==> src/rtl/awu_pkg.sv <==
package awu_pkg;
  localparam int TYPE_W = 3;
  localparam int MSB_W  = 5;
  localparam int MASK_W = 8;

  localparam logic [TYPE_W-1:0] PACK_B8  = 3'd0;
  localparam logic [TYPE_W-1:0] PACK_B16 = 3'd2;

  localparam int EN_BIT   = 0;
  localparam int PACK_LSB = 4;
  localparam int MSB_LSB  = 8;
  localparam int MASK_LSB = 16;
  localparam int URUN_BIT = 0;

  localparam int CTRL_ADDR = 0;
  localparam int STAT_ADDR = 1;

  typedef struct packed {
    logic [TYPE_W-1:0] pack;
    logic [MSB_W-1:0]  msb;
    logic [MASK_W-1:0] mask;
  } cfg_t;
endpackage

==> src/rtl/awu_cfg.sv <==
module awu_cfg #(
  parameter int ADDR_W = 2,
  parameter int DATA_W = 32
) (
  input  logic              clk,
  input  logic              rst_n,
  input  logic              wr_i,
  input  logic [ADDR_W-1:0] addr_i,
  input  logic [DATA_W-1:0] wdata_i,
  input  logic              urun_set_i,
  output logic              en_o,
  output awu_pkg::cfg_t     cfg_o,
  output logic              urun_o
);
  import awu_pkg::*;

  logic en_q, en_d;
  cfg_t cfg_q, cfg_d;
  logic urun_q, urun_d;
  logic ctrl_wr, stat_clr;
  logic unused_wdata;

  assign unused_wdata = ^wdata_i;

  always_comb begin
    ctrl_wr  = wr_i && (addr_i == ADDR_W'(CTRL_ADDR));
    stat_clr = wr_i && (addr_i == ADDR_W'(STAT_ADDR)) && wdata_i[URUN_BIT];
    en_d  = en_q;
    cfg_d = cfg_q;
    if (ctrl_wr) begin
      en_d = wdata_i[EN_BIT];
      // fields are frozen while running
      if (!en_q) begin
        cfg_d.pack = wdata_i[PACK_LSB +: TYPE_W];
        cfg_d.msb  = wdata_i[MSB_LSB  +: MSB_W];
        cfg_d.mask = wdata_i[MASK_LSB +: MASK_W];
      end
    end
    urun_d = urun_set_i | (urun_q & ~stat_clr);
  end

  always_ff @(posedge clk or negedge rst_n) begin
    if (!rst_n) begin
      en_q   <= 1'b0;
      cfg_q  <= '0;
      urun_q <= 1'b0;
    end else begin
      en_q   <= en_d;
      cfg_q  <= cfg_d;
      urun_q <= urun_d;
    end
  end

  assign en_o   = en_q;
  assign cfg_o  = cfg_q;
  assign urun_o = urun_q;
endmodule

==> src/rtl/awu_wordbuf.sv <==
module awu_wordbuf #(
  parameter int WORD_W = 64,
  parameter int IDX_W  = 3
) (
  input  logic              clk,
  input  logic              rst_n,
  input  logic              en_i,
  input  logic              fifo_valid_i,
  input  logic [WORD_W-1:0] fifo_data_i,
  output logic              fifo_ready_o,
  input  logic              take_i,
  input  logic [IDX_W-1:0]  last_idx_i,
  output logic [WORD_W-1:0] word_o,
  output logic [IDX_W-1:0]  lane_o,
  output logic              have_o
);
  logic [WORD_W-1:0] word_q;
  logic              have_q, have_d;
  logic [IDX_W-1:0]  lane_q, lane_d;
  logic              load;

  assign fifo_ready_o = en_i & ~have_q;

  always_comb begin
    load   = fifo_ready_o & fifo_valid_i;
    have_d = have_q;
    lane_d = lane_q;
    if (!en_i) begin
      have_d = 1'b0;
      lane_d = '0;
    end else if (take_i && have_q) begin
      if (lane_q == last_idx_i) begin
        have_d = 1'b0;
        lane_d = '0;
      end else begin
        lane_d = lane_q + 1'b1;
      end
    end else if (load) begin
      have_d = 1'b1;
      lane_d = '0;
    end
  end

  always_ff @(posedge clk or negedge rst_n) begin
    if (!rst_n) begin
      have_q <= 1'b0;
      lane_q <= '0;
    end else begin
      have_q <= have_d;
      lane_q <= lane_d;
    end
  end

  // data register carries only a load enable
  always_ff @(posedge clk) begin
    if (load) word_q <= fifo_data_i;
  end

  assign word_o = word_q;
  assign lane_o = lane_q;
  assign have_o = have_q;
endmodule

==> src/rtl/awu_lane_align.sv <==
module awu_lane_align #(
  parameter int WORD_W   = 64,
  parameter int SUB_W    = 32,
  parameter int MSB_SLOT = 27,
  parameter int IDX_W    = 3,
  parameter int MSB_W    = 5,
  parameter int TYPE_W   = 3
) (
  input  logic [WORD_W-1:0] word_i,
  input  logic [IDX_W-1:0]  lane_i,
  input  logic [TYPE_W-1:0] pack_i,
  input  logic [MSB_W-1:0]  msb_i,
  output logic [SUB_W-1:0]  sample_o
);
  localparam int NPACK = 3;

  logic [SUB_W-1:0] lane_val [NPACK];
  logic [SUB_W-1:0] picked, keep, kept;
  logic [MSB_W-1:0] sh;

  for (genvar p = 0; p < NPACK; p++) begin : g_pack
    localparam int LW  = 8 << p;
    localparam int NL  = WORD_W / LW;
    localparam int SW  = (NL > 1) ? $clog2(NL) : 1;
    logic [LW-1:0] lanes [NL];
    for (genvar l = 0; l < NL; l++) begin : g_lane
      assign lanes[l] = word_i[l*LW +: LW];
    end
    assign lane_val[p] = SUB_W'(lanes[lane_i[SW-1:0]]);
  end

  always_comb begin
    case (pack_i)
      awu_pkg::PACK_B8:  picked = lane_val[0];
      awu_pkg::PACK_B16: picked = lane_val[1];
      default:           picked = lane_val[2];
    endcase
    keep = ((SUB_W'(1) << msb_i) << 1) - SUB_W'(1);
    kept = picked & keep;
    if (msb_i <= MSB_W'(MSB_SLOT)) begin
      sh       = MSB_W'(MSB_SLOT) - msb_i;
      sample_o = kept << sh;
    end else begin
      sh       = msb_i - MSB_W'(MSB_SLOT);
      sample_o = kept >> sh;
    end
  end
endmodule

==> src/rtl/awu_unpacker.sv <==
module awu_unpacker #(
  parameter int ADDR_W   = 2,
  parameter int DATA_W   = 32,
  parameter int WORD_W   = 64,
  parameter int SUB_W    = 32,
  parameter int MSB_SLOT = 27
) (
  input  logic              clk,
  input  logic              rst_n,
  input  logic              reg_wr,
  input  logic [ADDR_W-1:0] reg_addr,
  input  logic [DATA_W-1:0] reg_wdata,
  input  logic              fifo_valid,
  input  logic [WORD_W-1:0] fifo_data,
  output logic              fifo_ready,
  input  logic              smp_req,
  output logic              smp_ack,
  output logic [SUB_W-1:0]  smp_data,
  output logic              smp_chan,
  output logic              underrun
);
  import awu_pkg::*;

  localparam int IDX_W = $clog2(WORD_W / 8);
  localparam logic [IDX_W-1:0] LAST_B8  = IDX_W'(WORD_W / 8 - 1);
  localparam logic [IDX_W-1:0] LAST_B16 = IDX_W'(WORD_W / 16 - 1);
  localparam logic [IDX_W-1:0] LAST_B32 = IDX_W'(WORD_W / 32 - 1);

  logic              cfg_en;
  cfg_t              cfg;
  logic              urun_set;
  logic              have, take, consume, stereo, mono;
  logic [WORD_W-1:0] word;
  logic [IDX_W-1:0]  lane, last_idx;
  logic [SUB_W-1:0]  aligned, fresh;
  logic              ack_q, ack_d, slot_q, slot_d, chan_q, chan_d;
  logic [SUB_W-1:0]  data_q, data_d;
  logic              unused_mask_hi;

  assign unused_mask_hi = ^cfg.mask[MASK_W-1:2];

  awu_cfg #(.ADDR_W(ADDR_W), .DATA_W(DATA_W)) u_cfg (
    .clk(clk), .rst_n(rst_n), .wr_i(reg_wr), .addr_i(reg_addr),
    .wdata_i(reg_wdata), .urun_set_i(urun_set),
    .en_o(cfg_en), .cfg_o(cfg), .urun_o(underrun)
  );

  always_comb begin
    case (cfg.pack)
      PACK_B8:  last_idx = LAST_B8;
      PACK_B16: last_idx = LAST_B16;
      default:  last_idx = LAST_B32;
    endcase
  end

  awu_wordbuf #(.WORD_W(WORD_W), .IDX_W(IDX_W)) u_buf (
    .clk(clk), .rst_n(rst_n), .en_i(cfg_en),
    .fifo_valid_i(fifo_valid), .fifo_data_i(fifo_data), .fifo_ready_o(fifo_ready),
    .take_i(take), .last_idx_i(last_idx),
    .word_o(word), .lane_o(lane), .have_o(have)
  );

  awu_lane_align #(
    .WORD_W(WORD_W), .SUB_W(SUB_W), .MSB_SLOT(MSB_SLOT),
    .IDX_W(IDX_W), .MSB_W(MSB_W), .TYPE_W(TYPE_W)
  ) u_align (
    .word_i(word), .lane_i(lane), .pack_i(cfg.pack), .msb_i(cfg.msb),
    .sample_o(aligned)
  );

  always_comb begin
    stereo   = cfg.mask[0] & cfg.mask[1];
    mono     = cfg.mask[0] ^ cfg.mask[1];
    consume  = cfg_en & smp_req & (stereo | (mono & ~slot_q));
    take     = consume & have;
    urun_set = consume & ~have;
    fresh    = have ? aligned : '0;
    ack_d    = smp_req;
    slot_d   = slot_q;
    chan_d   = chan_q;
    data_d   = data_q;
    if (!cfg_en) slot_d = 1'b0;
    if (smp_req) begin
      if (!cfg_en) begin
        data_d = '0;
        chan_d = 1'b0;
      end else begin
        chan_d = slot_q;
        slot_d = ~slot_q;
        // mono slot 1 resends the sample still held in the output register
        if (consume)   data_d = fresh;
        else if (mono) data_d = data_q;
        else           data_d = '0;
      end
    end
  end

  always_ff @(posedge clk or negedge rst_n) begin
    if (!rst_n) begin
      ack_q  <= 1'b0;
      slot_q <= 1'b0;
      chan_q <= 1'b0;
      data_q <= '0;
    end else begin
      ack_q  <= ack_d;
      slot_q <= slot_d;
      if (smp_req) begin
        chan_q <= chan_d;
        data_q <= data_d;
      end
    end
  end

  assign smp_ack  = ack_q;
  assign smp_data = data_q;
  assign smp_chan = chan_q;
endmodule

==> config.mk <==
export PLATFORM = sky130hd
export DESIGN_NAME = awu_unpacker
export DESIGN_NICKNAME = d
export VERILOG_FILES = /design/src/rtl/awu_pkg.sv /design/src/rtl/awu_cfg.sv /design/src/rtl/awu_wordbuf.sv /design/src/rtl/awu_lane_align.sv /design/src/rtl/awu_unpacker.sv
export SDC_FILE = /design/constraint.sdc
export NUM_CORES = 1
export LEC_CHECK = 0
export BUFFER_PORTS_ARGS = -buffer_cell sky130_fd_sc_hd__buf_2
export CELL_PAD_IN_SITES_DETAIL_PLACEMENT = 0
export CELL_PAD_IN_SITES_GLOBAL_PLACEMENT = 1
export CORE_MARGIN = 4
export CORE_UTILIZATION = 30
export CTS_CLUSTER_SIZE = 8
export DETAILED_ROUTE_END_ITERATION = 8
export PLACE_DENSITY_LB_ADDON = 0.1
export SLEW_MARGIN = 10
export SYNTH_ARGS = -nofsm -noshare
export SYNTH_HDL_FRONTEND = slang
export SYNTH_SLANG_ARGS = --single-unit
==> constraint.sdc <==
create_clock -name clk -period 9.9 [get_ports clk]
set_clock_uncertainty 0.1 [all_clocks]
set_input_delay 1.485 -clock clk [delete_from_list [all_inputs] [get_ports clk]]
set_output_delay 1.485 -clock clk [all_outputs]
set_load 0.005 [all_outputs]
Word level (Yosys, flattened, before mapping)

Index checks and enable logic that the tools add are counted.

Flip-flop bits (word level): 115
Bits in latches: 0
Bits in writable memories: 0
Memory bits (read-only): 0
Bits of input ports: 103
Logic and storage cells: 85
Memories kept: 0

Add/subtract/negate cells: 4
$mul: 0
Div/mod/pow operators: 0
Magnitude comparators: 4
Equal/unequal tests: 6
Shift operators: 3
Muxes and demuxes: 27
Bitwise gates (word level): 20
Reduce and logical (&&, ||, !) cells: 9

Operators with widths:

| kind                                                     | count |
|---|---|
| 2-to-1 mux 32 bit                                        | 8 |
| one-hot mux 32 bit (2 select lines)                      | 1 |
| AND 32 bit                                               | 1 |
| binary-select mux 16 bit (select 2 bit)                  | 1 |
| 2-to-1 mux 16 bit                                        | 2 |
| << shifter 32 x 5 -> 32 bit                              | 1 |
| >> shifter 32 x 5 -> 32 bit                              | 1 |
| subtractor 32 x 2 -> 32 bit, second input constant       | 1 |
| << shifter 1 x 5 -> 31 bit, first input constant         | 1 |
| binary-select mux 8 bit (select 3 bit)                   | 1 |
| 2-to-1 mux 8 bit                                         | 2 |
| 2-to-1 mux 3 bit                                         | 4 |
| AND 1 bit                                                | 9 |
| 2-to-1 mux 1 bit                                         | 7 |
| inequality test 3 bit, second input constant             | 2 |
| one-hot mux 3 bit (2 select lines)                       | 1 |
| AND reduction 2 bit                                      | 3 |
| <= comparator 5 bit, second input constant               | 1 |
| subtractor 5 bit, first input constant                   | 1 |
| subtractor 5 bit, second input constant                  | 1 |
| greater-or-equal comparator 4 bit, second input constant | 1 |
| logical AND 1 bit                                        | 4 |
| NOT 1 bit                                                | 4 |
| NOT 3 -> 4 bit                                           | 1 |
| 13 further kinds                                         | 14 |

Logic depth before layout (Yosys ltp)

Word-level depth: 11
Depth in mapped cells: 21
Mapped depth without buffers: 14

Hierarchy

From an unflattened synthesis, not the netlist that was laid out.

Cells, all modules: 1,140
Area total of the unflattened synthesis: 10,537.6 um^2

By module, submodules not included:

| module         | instances | cells an instance | area each (um^2) |
|---|---|---|---|
| awu_lane_align | 1         | 922               | 6,362.4 |
| awu_wordbuf    | 1         | 90                | 2,173.3 |
| awu_unpacker   | 1         | 88                | 1,301.2 |
| awu_cfg        | 1         | 40                | 700.7 |

Worst setup path after synthesis

OpenSTA, ideal clock, no wires.

Path kind: register to register
Start: reg u_cfg.cfg_q, in the netlist u_cfg.cfg_o[9]
End: reg data_q[18], in the netlist smp_data[18]
Library setup time: 0.130 ns
Arrival: 4.627 ns
Required time: 9.670 ns
Setup slack: 5.043 ns
Cell stages (with the launch flop): 22
Path buffers: 7
Period minus slack after synthesis: 4.857 ns
Cells stage by stage: dfrtp_1 -> clkbuf_1 -> inv_1 -> clkbuf_1 -> buf_1 -> buf_1 -> ha_1 -> buf_4 -> buf_2 -> nor2b_1 -> nand2_1 -> ha_1 -> nor2b_1 -> a21o_1 -> buf_6 -> xnor2_1 -> nor2_1 -> mux4_2 -> mux2_2 -> and3_1 -> o31ai_1 -> a21oi_1

Longest elaborated chain between the ends: 8

RTL lines:

| what                                                                       | line                                       | source |
|---|---|---|
| start, declared                                                            | awu_cfg.sv:18                              | `cfg_t cfg_q, cfg_d;` |
| start signal, assigned                                                     | awu_cfg.sv:49                              | `cfg_q <= cfg_d;` |
| << shifter 1 x 5 -> 31 bit                                                 | awu_lane_align.sv:38                       | `keep = ((SUB_W'(1) << msb_i) << 1) - SUB_W'(1);` |
| subtractor 32 x 2 -> 32 bit                                                | awu_lane_align.sv:38                       |  |
| AND 32 bit                                                                 | awu_lane_align.sv:39                       | `kept = picked & keep;` |
| >> shifter 32 x 5 -> 32 bit or << shifter 32 x 5 -> 32 bit (tied branches) | awu_lane_align.sv:45, awu_lane_align.sv:42 |  |
| 2-to-1 mux 32 bit (*)                                                      | awu_lane_align.sv:40                       | `if (msb_i <= MSB_W'(MSB_SLOT)) begin` |
| 2-to-1 mux 32 bit (*)                                                      | awu_unpacker.sv:77                         | `fresh = have ? aligned : '0;` |
| 2-to-1 mux 32 bit (*)                                                      | awu_unpacker.sv:91                         | `if (consume) data_d = fresh;` |
| 2-to-1 mux 32 bit (*)                                                      | awu_unpacker.sv:84                         | `if (!cfg_en) begin` |
| end signal, assigned                                                       | awu_unpacker.sv:109                        | `data_q <= data_d;` |
| end, declared                                                              | awu_unpacker.sv:37                         | `logic [SUB_W-1:0] data_q, data_d;` |

Mark *: on every way between the ends. The rest lies on a longest branch, timed or not.
A chain may end at the register's enable or synchronous reset.

Final worst setup path

Start: reg u_cfg.cfg_q, in the netlist u_cfg.cfg_o[9]
End: reg data_q[28], in the netlist smp_data[28]

The elaborated chain is that of the path after synthesis.

==> results.json <==
{
  "status": "finished, final reports clean",
  "post_cts_buffers": 0,
  "vias": 11100,
  "antennaDiodeCount": 0,
  "slew_violations": 0,
  "ys_seq_area_frac": 0.287,
  "num-fill-cells": 3868,
  "fmax_mhz": 156,
  "ir_worst_vdd_mv": 0.142,
  "clk_path_buf_depth": 2,
  "final_nets": 1457,
  "antenna_found_initial": 0,
  "initial_core_util": 0.304,
  "cp.required_ns": 10.18,
  "die_width_um": 201,
  "cp_data_arrival_time_ns": 6.67,
  "leakagePower_nw": 4.69,
  "synth.top_cell.area_share": 0.172,
  "numClockSinks": 115,
  "clk_latency_ns": 0.43,
  "hold_start": "smp_data[13]",
  "drt_pass1_iterations": 6,
  "ios": 139,
  "setup_violations": 0,
  "synth_cell_types": 108,
  "regToRegSetupSlack_ns": 3.51,
  "fin_crit_ns": 6.39,
  "synth-edff-count": 64,
  "pwr-share-clk": 0.174,
  "routedWlPerCell_um": 27.1,
  "layout_commonest_cell": "nand2_1",
  "swShare": 0.530,
  "io_buffers": 117,
  "combPwrFrac": 0.657,
  "seq_power_share": 0.170,
  "critPathMaxFanout": 39,
  "grt_overflow": 0,
  "synth_largest_area_cell": "edfxtp_1",
  "ff_latch_area_mm2": 0.00320,
  "cts_max_level": 4,
  "coreArea_mm2": 0.0367,
  "relSlewSlack": 0.181,
  "rr_worst_depth": 16,
  "crit_path_end_kind": "flip-flop",
  "synth_ff_type": "edfxtp_1",
  "cts_hold_buf": 0,
  "area_delta_synth_final_pct": 14.1,
  "critPathKind": "flip-flop to flip-flop",
  "ant_nets": 0,
  "cts_buffers": 17,
  "synthArstFlopShare": 0.443,
  "dieArea_mm2": 0.0404,
  "layout_common_cells": "nand2_1, buf_2, nor2_1",
  "syn_inst": 1277,
  "gp_congestion": 0.904,
  "synth_area_leaders": "edfxtp_1, dfrtp_1, mux2i_1, nand2_1, mux2_2",
  "grt_max_degree": 65,
  "cts_resized": 0,
  "routed_wl_um": 49300,
  "hold_viol": 0,
  "routed_via_density": 6.10,
  "drive_above_1_share": 0.217,
  "worstSetupStartpointType": "flip-flop",
  "fin_setup_tns_ns": 0,
  "grt.total_usage": 0.239,
  "path_clk_slew_ns": 0.06,
  "p_switching_w": 0.00198,
  "fin_cells": 1823,
  "period_share": 0.646,
  "drt_iter0_markers": 1092,
  "tightest_slew_ns": 1.20,
  "hold_path.class": "flip-flop to flip-flop",
  "reg2reg_from": "u_cfg.cfg_o[9]",
  "ys_ff_latch": 115,
  "dp.cells": 1791,
  "dpl.hpwl_um": 37700,
  "syn_avg_cell_area_um2": 8.74,
  "grt_pass1_wl_um": 73500,
  "root_buffer": "clkbuf_16",
  "synth_warnings": 0,
  "hold_end": "smp_data[13]",
  "cts_tree": "built",
  "setup.worst_path.start": "u_cfg.cfg_o[9]",
  "holdPathStages": 2,
  "p_int_w": 0.00176,
  "power.density_mw_per_mm2": 294,
  "synthesis.nets": 1392,
  "dieHeight_um": 201,
  "multi_input_area_mm2": 0.00743,
  "rsz0062_at_grt": "false",
  "synth.cell_area_mm2": 0.0112,
  "timing.rr.end": "smp_data[28]",
  "drc": 0,
  "first_global_vias": 10900,
  "std_cell_rows": 70,
  "cap_viol_max_count": 0
}
[per-stage QoR]
step	hold slack, ns	setup WS (ns)	total power (W)	util	cell area (µm²)
finish	0.385	3.51	0.00374	0.347	12700
global route	0.418	3.34	0.00393	0.347	12700
CTS	0.389	3.66	0.00371	0.347	12700
detailed placement	0.371	3.73	0.00304	0.330	12100
global placement	0.386	3.71	0.00306	0.330	12100
floorplan	0.380	5.04	0.00220	-	11200
[worst max-delay path: stages (launching register included)]
cell	delay, ns
dfrtp_1	0.36
buf_4	0.27
inv_1	0.10
buf_4	0.36
ha_1	0.81
nor2b_1	0.44
nand2_1	0.19
ha_1	0.29
nor2b_1	0.17
a21o_1	0.39
and2_1	0.29
a31oi_1	0.38
o21ai_1	0.30
o21ai_0	0.45
o32ai_1	0.18
a2111oi_0	1.05
a211o_1	0.19
[area by class of cell]
type	instances	share of cell area
inverter	17	0.00501
tap	468	0.0460
sequential	115	0.251
timing repair buffer	150	0.0654
multi-input combinational	1041	0.583
clock inverter	9	0.00982
clock buffer	23	0.0392
[per-layer routing]
layer  track usage  vias to the layer above  share of wire
met2         0.382                      437           0.46
met4        0.0779                        0          0.033
met1         0.328                     5479           0.45
met5             0                        -              0
li1              -                     5139              -
met3        0.0454                       74          0.059
[registers in the layout (all words and copies together), names as in the netlist]
signal,flops
u_cfg.en_o,1
u_buf.have_o,1
u_cfg.cfg_o,10
u_buf.word_o,64
smp_ack,1
slot_q,1
smp_data,32
u_buf.lane_o,3
smp_chan,1
u_cfg.urun_o,1
[cell usage after synthesis (6+ instances only)]
master / instances
or3_1: 8
o2bb2ai_1: 8
clkbuf_1: 55
a221oi_1: 12
and2_1: 14
o31a_1: 6
and3_1: 13
buf_4: 7
mux2_2: 40
xnor2_1: 8
ha_1: 12
xor2_1: 7
nor2_1: 110
o2111ai_1: 9
o21ai_1: 10
nand2b_1: 19
nand3_1: 45
a221o_1: 8
o221ai_1: 14
nand2_1: 122
mux4_2: 20
edfxtp_1: 64
a22o_1: 8
o21ai_0: 54
a211oi_1: 21
a21oi_1: 78
a211o_1: 11
nor3_1: 32
o211ai_1: 31
or2_2: 8
dfrtp_1: 51
o22ai_1: 9
a21o_1: 8
a31oi_1: 24
o32ai_1: 8
nor4_1: 10
nand4_1: 10
nor2b_1: 18
inv_1: 14
o31ai_1: 17
buf_1: 10
mux2i_1: 70
a22oi_1: 21
buf_2: 28
[logic make-up (layout without fill, tap and decap cells)]
kind of cell             count (synthesis)  after routing  share of synthesized area
flip-flops                             115            115                      0.287
multiplexers                           132            132                      0.147
AO/OA/AOI/OAI                          439            439                      0.291
AND/OR/NAND/NOR                        443            443                      0.202
XOR/XNOR                                15             15                     0.0118
buffers and inverters                  121            199                     0.0489
adder cells (fa/ha/maj)                 12             12                     0.0135
[power groups by stage]
stage	Clock [W]	Sequential, W	Combinational, W
detailed placement	0	0.000644	0.00239
global route	0.000685	0.000643	0.00260
finish	0.000650	0.000634	0.00246
floorplan	0	0.000614	0.00158
CTS	0.000669	0.000635	0.00241
global placement	0	0.000642	0.00241
[how the worst max path moves through the flow]
| stage | to | cells past startpoint | slack [ns] |
|---|---|---|---|
| after detailed placement | smp_data[28] | 16 | 3.73 |
| final | smp_data[28] | 16 | 3.51 |
| after global routing | smp_data[28] | 16 | 3.34 |
| after CTS | smp_data[28] | 16 | 3.66 |
| after floorplan | smp_data[18] | 21 | 5.04 |
| after global placement | smp_data[28] | 16 | 3.71 |
Note: power is estimated with default switching activity, not from simulation.
